`config.mk`:
```
export PLATFORM = sky130hd
export DESIGN_NAME = acc_alu_flags
export DESIGN_NICKNAME = d
export VERILOG_FILES = /design/src/rtl/acc_alu_pkg.sv /design/src/rtl/acc_alu_arith.sv /design/src/rtl/acc_alu_logic.sv /design/src/rtl/acc_alu_status.sv /design/src/rtl/acc_alu_flags.sv
export SDC_FILE = /design/constraint.sdc
export NUM_CORES = 1
export LEC_CHECK = 0
export ABC_AREA = 1
export ABC_CLOCK_PERIOD_IN_PS = 6400
export CORE_MARGIN = 2
export CORE_UTILIZATION = 54
export CTS_BUF_LIST = sky130_fd_sc_hd__clkbuf_16
export CTS_CLUSTER_DIAMETER = 120
export DETAILED_ROUTE_END_ITERATION = 8
export PLACE_DENSITY = 0.86
export SETUP_SLACK_MARGIN = 0.05
export SKIP_CTS_REPAIR_TIMING = 1
export SYNTH_ARGS = -nofsm -noshare
export SYNTH_HDL_FRONTEND = slang
export SYNTH_SLANG_ARGS = --single-unit
```
`constraint.sdc`:
```
create_clock -name clk -period 6.4 [get_ports clk]
set_input_delay 0.96 -clock clk [delete_from_list [all_inputs] [get_ports clk]]
set_output_delay 0.96 -clock clk [all_outputs]
set_load 0.02 [all_outputs]
```
`src/rtl/acc_alu_pkg.sv`:
```
// Package: shared operation codes and status layout for the accumulator ALU.
// Assumes: status bit order is consumed by neighbours and must not move.
package acc_alu_pkg;

    typedef enum logic [2:0] {
        OP_ADD  = 3'd0,
        OP_SUB  = 3'd1,
        OP_AND  = 3'd2,
        OP_OR   = 3'd3,
        OP_XOR  = 3'd4,
        OP_PASS = 3'd5
    } alu_op_e;

    // Packed MSB first, so carry lands on bit 0 and time-out on bit 5.
    typedef struct packed {
        logic tmo;
        logic pwd;
        logic ovf;
        logic zer;
        logic hcy;
        logic cry;
    } alu_status_t;

    localparam int STATUS_W = 6;

endpackage

```
`src/rtl/acc_alu_arith.sv`:
```
// Module: adder/subtractor with carry, half carry and signed overflow.
// Assumes: W is even; subtraction is done as a + ~b + 1 so carry means no borrow.
module acc_alu_arith #(
    parameter int W = 8
) (
    input  logic         sub_en,
    input  logic [W-1:0] op_a,
    input  logic [W-1:0] op_b,
    output logic [W-1:0] sum,
    output logic         carry,
    output logic         half_carry,
    output logic         overflow
);
    localparam int H = W / 2;

    logic [W-1:0] b_eff;
    logic [W:0]   full_sum;
    logic [H:0]   low_sum;

    // Invert the second operand for subtraction.
    always_comb begin
        b_eff = sub_en ? ~op_b : op_b;
    end

    // Full-width and low-half sums share the same carry-in.
    always_comb begin
        full_sum = {1'b0, op_a} + {1'b0, b_eff} + {{W{1'b0}}, sub_en};
        low_sum  = {1'b0, op_a[H-1:0]} + {1'b0, b_eff[H-1:0]} + {{H{1'b0}}, sub_en};
    end

    // Derive the result and the three arithmetic flags.
    always_comb begin
        sum        = full_sum[W-1:0];
        carry      = full_sum[W];
        half_carry = low_sum[H];
        overflow   = (op_a[W-1] == b_eff[W-1]) && (full_sum[W-1] != op_a[W-1]);
    end

endmodule

```
`src/rtl/acc_alu_logic.sv`:
```
// Module: bitwise AND / OR / XOR and pass-through of the second operand.
// Assumes: op code is already known to be a logic or pass code; others give zero.
module acc_alu_logic #(
    parameter int W = 8
) (
    input  acc_alu_pkg::alu_op_e op,
    input  logic [W-1:0]         op_a,
    input  logic [W-1:0]         op_b,
    output logic [W-1:0]         res
);
    import acc_alu_pkg::*;

    for (genvar i = 0; i < W; i++) begin : g_bit
        // One bit slice of the logic unit.
        always_comb begin
            unique case (op)
                OP_AND:  res[i] = op_a[i] & op_b[i];
                OP_OR:   res[i] = op_a[i] | op_b[i];
                OP_XOR:  res[i] = op_a[i] ^ op_b[i];
                OP_PASS: res[i] = op_b[i];
                default: res[i] = 1'b0;
            endcase
        end
    end

endmodule

```
`src/rtl/acc_alu_status.sv`:
```
// Module: status register; arithmetic flags from the ALU, system bits from a strobe.
// Assumes: arith_upd and zero_upd are never both required to differ in Z source.
module acc_alu_status (
    input  logic                     clk,
    input  logic                     rst_n,
    input  logic                     arith_upd,
    input  logic                     zero_upd,
    input  logic                     new_cry,
    input  logic                     new_hcy,
    input  logic                     new_ovf,
    input  logic                     new_zer,
    input  logic                     sys_wr,
    input  logic                     pd_in,
    input  logic                     to_in,
    output acc_alu_pkg::alu_status_t stat
);
    import acc_alu_pkg::*;

    // Arithmetic flags: loaded only by add and subtract.
    always_ff @(posedge clk) begin
        if (!rst_n) begin
            stat.cry <= 1'b0;
            stat.hcy <= 1'b0;
            stat.ovf <= 1'b0;
        end else if (arith_upd) begin
            stat.cry <= new_cry;
            stat.hcy <= new_hcy;
            stat.ovf <= new_ovf;
        end
    end

    // Zero flag: loaded by arithmetic and logic operations.
    always_ff @(posedge clk) begin
        if (!rst_n) begin
            stat.zer <= 1'b0;
        end else if (arith_upd || zero_upd) begin
            stat.zer <= new_zer;
        end
    end

    // System bits: held unless the controller strobes them.
    always_ff @(posedge clk) begin
        if (!rst_n) begin
            stat.pwd <= 1'b0;
            stat.tmo <= 1'b0;
        end else if (sys_wr) begin
            stat.pwd <= pd_in;
            stat.tmo <= to_in;
        end
    end

endmodule

```
`src/rtl/acc_alu_flags.sv`:
```
// Module: top of the accumulator ALU; decodes the operation, picks the result,
// registers it and drives the status register.
// Assumes: inputs are sampled on the rising edge; reset is synchronous, active low.
module acc_alu_flags #(
    parameter int W = 8
) (
    input  logic         clk,
    input  logic         rst_n,
    input  logic         op_valid,
    input  logic [2:0]   op_sel,
    input  logic [W-1:0] acc_in,
    input  logic [W-1:0] mem_in,
    input  logic         sys_wr,
    input  logic         pd_in,
    input  logic         to_in,
    output logic [W-1:0] result,
    output logic         res_valid,
    output logic [5:0]   status
);
    import acc_alu_pkg::*;

    alu_op_e     op;
    logic        legal;
    logic        is_arith;
    logic        is_logic;
    logic [W-1:0] arith_res;
    logic [W-1:0] logic_res;
    logic [W-1:0] next_res;
    logic        a_cry;
    logic        a_hcy;
    logic        a_ovf;
    alu_status_t stat;

    // Decode the operation code into classes.
    always_comb begin
        op       = alu_op_e'(op_sel);
        legal    = op_valid && (op_sel <= 3'(OP_PASS));
        is_arith = legal && (op == OP_ADD || op == OP_SUB);
        is_logic = legal && (op == OP_AND || op == OP_OR || op == OP_XOR);
    end

    acc_alu_arith #(.W(W)) u_arith (
        .sub_en     (op == OP_SUB),
        .op_a       (acc_in),
        .op_b       (mem_in),
        .sum        (arith_res),
        .carry      (a_cry),
        .half_carry (a_hcy),
        .overflow   (a_ovf)
    );

    acc_alu_logic #(.W(W)) u_logic (
        .op   (op),
        .op_a (acc_in),
        .op_b (mem_in),
        .res  (logic_res)
    );

    // Select the result source for this operation.
    always_comb begin
        next_res = (op == OP_ADD || op == OP_SUB) ? arith_res : logic_res;
    end

    // Result register and its one-cycle valid pulse.
    always_ff @(posedge clk) begin
        if (!rst_n) begin
            result    <= '0;
            res_valid <= 1'b0;
        end else begin
            res_valid <= legal;
            if (legal) begin
                result <= next_res;
            end
        end
    end

    acc_alu_status u_status (
        .clk       (clk),
        .rst_n     (rst_n),
        .arith_upd (is_arith),
        .zero_upd  (is_logic),
        .new_cry   (a_cry),
        .new_hcy   (a_hcy),
        .new_ovf   (a_ovf),
        .new_zer   (next_res == '0),
        .sys_wr    (sys_wr),
        .pd_in     (pd_in),
        .to_in     (to_in),
        .stat      (stat)
    );

    // Present the status register as a plain vector.
    always_comb begin
        status = stat;
    end

endmodule

```
==> results.txt <==
The number of max-cap violations came out at 0. The first detailed-routing pass ran for 4 iterations. The instance area at placement came out at 0.002049 sq mm. The count of flip-flops with a built-in enable after synthesis is 0. The top-level port count is 40.

The via count of the routed design is 1701. Setup repair after global routing left no endpoint under its margin. The H-tree depth reported by CTS is 1.

For this run, design rule violations remaining after detail routing come to 0. The average wire length per cell after detail routing is 11.68 microns. In this run the power density over the cells is 167.7 mW/mm^2. The final design area excluding fillers came out at 0.002128 sq mm. For the pin with the worst max-slew slack, the measured transition is 0.9084 ns. Relative to the synthesized area, the layout overhead comes to 28.77%.

After the last flow step, the layout net total stands at 348. The chip width is 59.33 microns. Ranked by instance count, the synthesized netlist is headed by 59 x inv_1, 39 x nand2_1, 37 x nor2_1, 23 x ha_1, 23 x nand3_1.

The number of DRC violations after detailed-routing iteration 0 came out at 117. The data required time of the critical path came out at 6.58 ns. The overall power of the completed layout came out at 0.3568 mW. The half-perimeter wire length after detailed placement is 3103 microns.

The biggest area contributor in the post-synthesis netlist is dfxtp_1. The final number of max-transition violations is 0. Global routing consumed, over all layers together, 23.76% of the routing resources. The worst hold path belongs to the class reg -> reg. The share of cells above drive strength 1 came out at 3.691%.

The first global-routing pass estimated 6465 microns of wire. Synthesis produced a netlist with a net count of 309. The number of endpoints failing setup at the final stage is 0. In the post-route analysis, the smallest setup slack over all paths is 2.600 ns.

Counting distinct cell types in the post-synthesis netlist gives 26. For this run, the number of Yosys warnings is 0. The clock slew seen by the registers of the worst setup and hold paths came out at 0.04 ns.

The pin count of the biggest net entering global routing came out at 14. The fraction of registers with async set/reset came out at 0%. The sequential area share after synthesis came out at 18.17%. The number of antenna violations at the first check in global routing came out at 0. The worst slack at placement came out at 2.375 ns. The worst IR drop on VDD is 187.6 uV.

The setup TNS is 0 ns. Among all flip-flop cells after synthesis, the most frequent one is dfxtp_1. By area the synthesized netlist is led by dfxtp_1 18%, ha_1 17%, inv_1 13%, nand2_1 8.9%, nor2_1 8.4%. For the final database, setup skew stands at 0 ns.

The final-report hold violation count came to 0. The routability-driven placement congestion ratio came out at 0.9168. The die outline height came out at 59.33 microns. The remaining antenna violation count after routing is 0. The number of buffers on the longest clock path is 2. The flop and latch count out of synthesis is 15. The worst setup path is launched from an input port.

The CTS sink count came out at 15. Data arrives at the worst endpoint at 3.98 ns. Fill cells in the final layout number 255. The run finished with clean final reports. The insertion delay of the later-clocked pin in the worst-skew pair is 0.24 ns. The overall routed net length is 3866 microns. STA classifies the critical path endpoint as a flip-flop.

The area fraction of the dominant cell type after synthesis came out at 18.17%. The worst-path maximum fanout is 11. The shortest period the worst path allows is 3.800 ns. Input and output buffers added on the ports amount to 39. The worst hold slack across all endpoints came out at 0.5023 ns. The overall die area is 0.003519 sq mm. The peak clock frequency supported by timing is 263.2 MHz. TritonCTS created 3 clock buffers. The via count of the first global-routing pass came to 1532. The row count is 20.

The startpoint-to-endpoint class of the critical path is in -> reg. The netlist area before placement came out at 0.001653 sq mm. The count of mapped cells out of synthesis is 260.

The average instance area after synthesis is 6.357 sq um. The core area is 0.002978 sq mm. For this design the static power due to leakage is 1.137 nW. Global routing finished with a remaining overflow of 0. By instance count, the leading cell after synthesis is inv_1. The routed via count divided by cell count came out at 5.139. The clock root buffer is clkbuf_16. TritonCTS built the clock tree. The post-route fraction of the period consumed by the critical path came out at 59.37%. For this configuration, the core starts out at a cell density of 55.50%. The headroom to the max-slew limit came out at 39.44%.

The number of antenna diodes in the final layout is 0.
kinds of logic (layout without fill, tap and decap cells):
kind of cell,after synthesis,after routing,synth area share (%)
buffers and inverters,64,102,15.52
AO/OA/AOI/OAI,34,34,11.96
adder cells (fa/ha/maj),24,24,18.62
XOR/XNOR,8,8,4.239
flip-flops,15,15,18.17
AND/OR/NAND/NOR,115,115,31.49
report_power, final:
group          internal (mW)  total, mW  switching [mW]
sequential             0.100      0.103         0.00298
clock                 0.0823      0.116          0.0339
combinational         0.0587      0.137          0.0785
cells in the final DEF, fill, tap and decap left out:
cell type and count:
inv_1 60, nand2_1 39, clkdlybuf4s50_1 39, nor2_1 37
nand3_1 23, ha_1 23, o21ai_0 15, dfxtp_1 15
xor2_1 7, a21oi_1 6, nand2_2 5, nand4_1 5
o211ai_1 5, o22ai_1 4, clkbuf_16 3, nand3_2 2
and2_1 2, nor2_8 1, xnor2_1 1, o21bai_1 1
o2bb2ai_1 1, nor3_1 1, a211oi_1 1, a31oi_1 1
fa_1 1
final cells by class:
class	count	area (sq um)	share of cell area, %
tap	33	41.29	1.940
multi-input combinational	181	1096	51.50
timing repair buffer	39	390.4	18.34
inverter	59	221.5	10.41
clock buffer	3	75.07	3.527
sequential	15	300.3	14.11
clock inverter	1	3.754	0.1764
critical path, stage by stage:
cell             delay (ns)
clkdlybuf4s50_1        0.67
nor2_8                 0.28
nand2_1                0.27
xor2_1                 0.28
inv_1                  0.10
fa_1                   0.44
inv_1                  0.10
nand3_1                0.12
nand2_1                0.10
nand2_1                0.05
nand3_1                0.07
nand2_1                0.05
inv_1                  0.07
nand3_1                0.07
nor2_1                 0.08
nand2_1                0.05
nor2_1                 0.10
nor2_1                 0.04
nor2_1                 0.07
per-stage QoR:
step	utilization, %	instances
3_3_place_gp	68.82	327
6_report	71.47	331
3_5_place_dp	68.82	327
5_1_grt	71.47	331
4_1_cts	71.47	331
2_1_floorplan	-	260
sequential cells by signal, indices dropped and copies added, names as in the netlist:
name / flops
u_status.stat: 6
res_valid: 1
result: 8
path summary, 6_finish.rpt:
check	startpoint	to	slack (ns)	cells after the start
hold / removal	u_status.stat[4]	u_status.stat[4]	0.50	2
setup reg to reg	u_status.stat[2]	u_status.stat[2]	5.70	3
setup / recovery	op_sel[2]	u_status.stat[2]	2.60	19
hold reg to reg	u_status.stat[4]	u_status.stat[4]	0.50	2
metal layers:
layer,GRT usage (%),vias up,share of wire [%]
met3,5.459,3,4.9
met2,42.07,42,48
li1,-,898,-
met5,0,-,0
met4,4.221,0,0.78
met1,29.41,758,46
No activity file was read; power rests on OpenSTA's default activity.
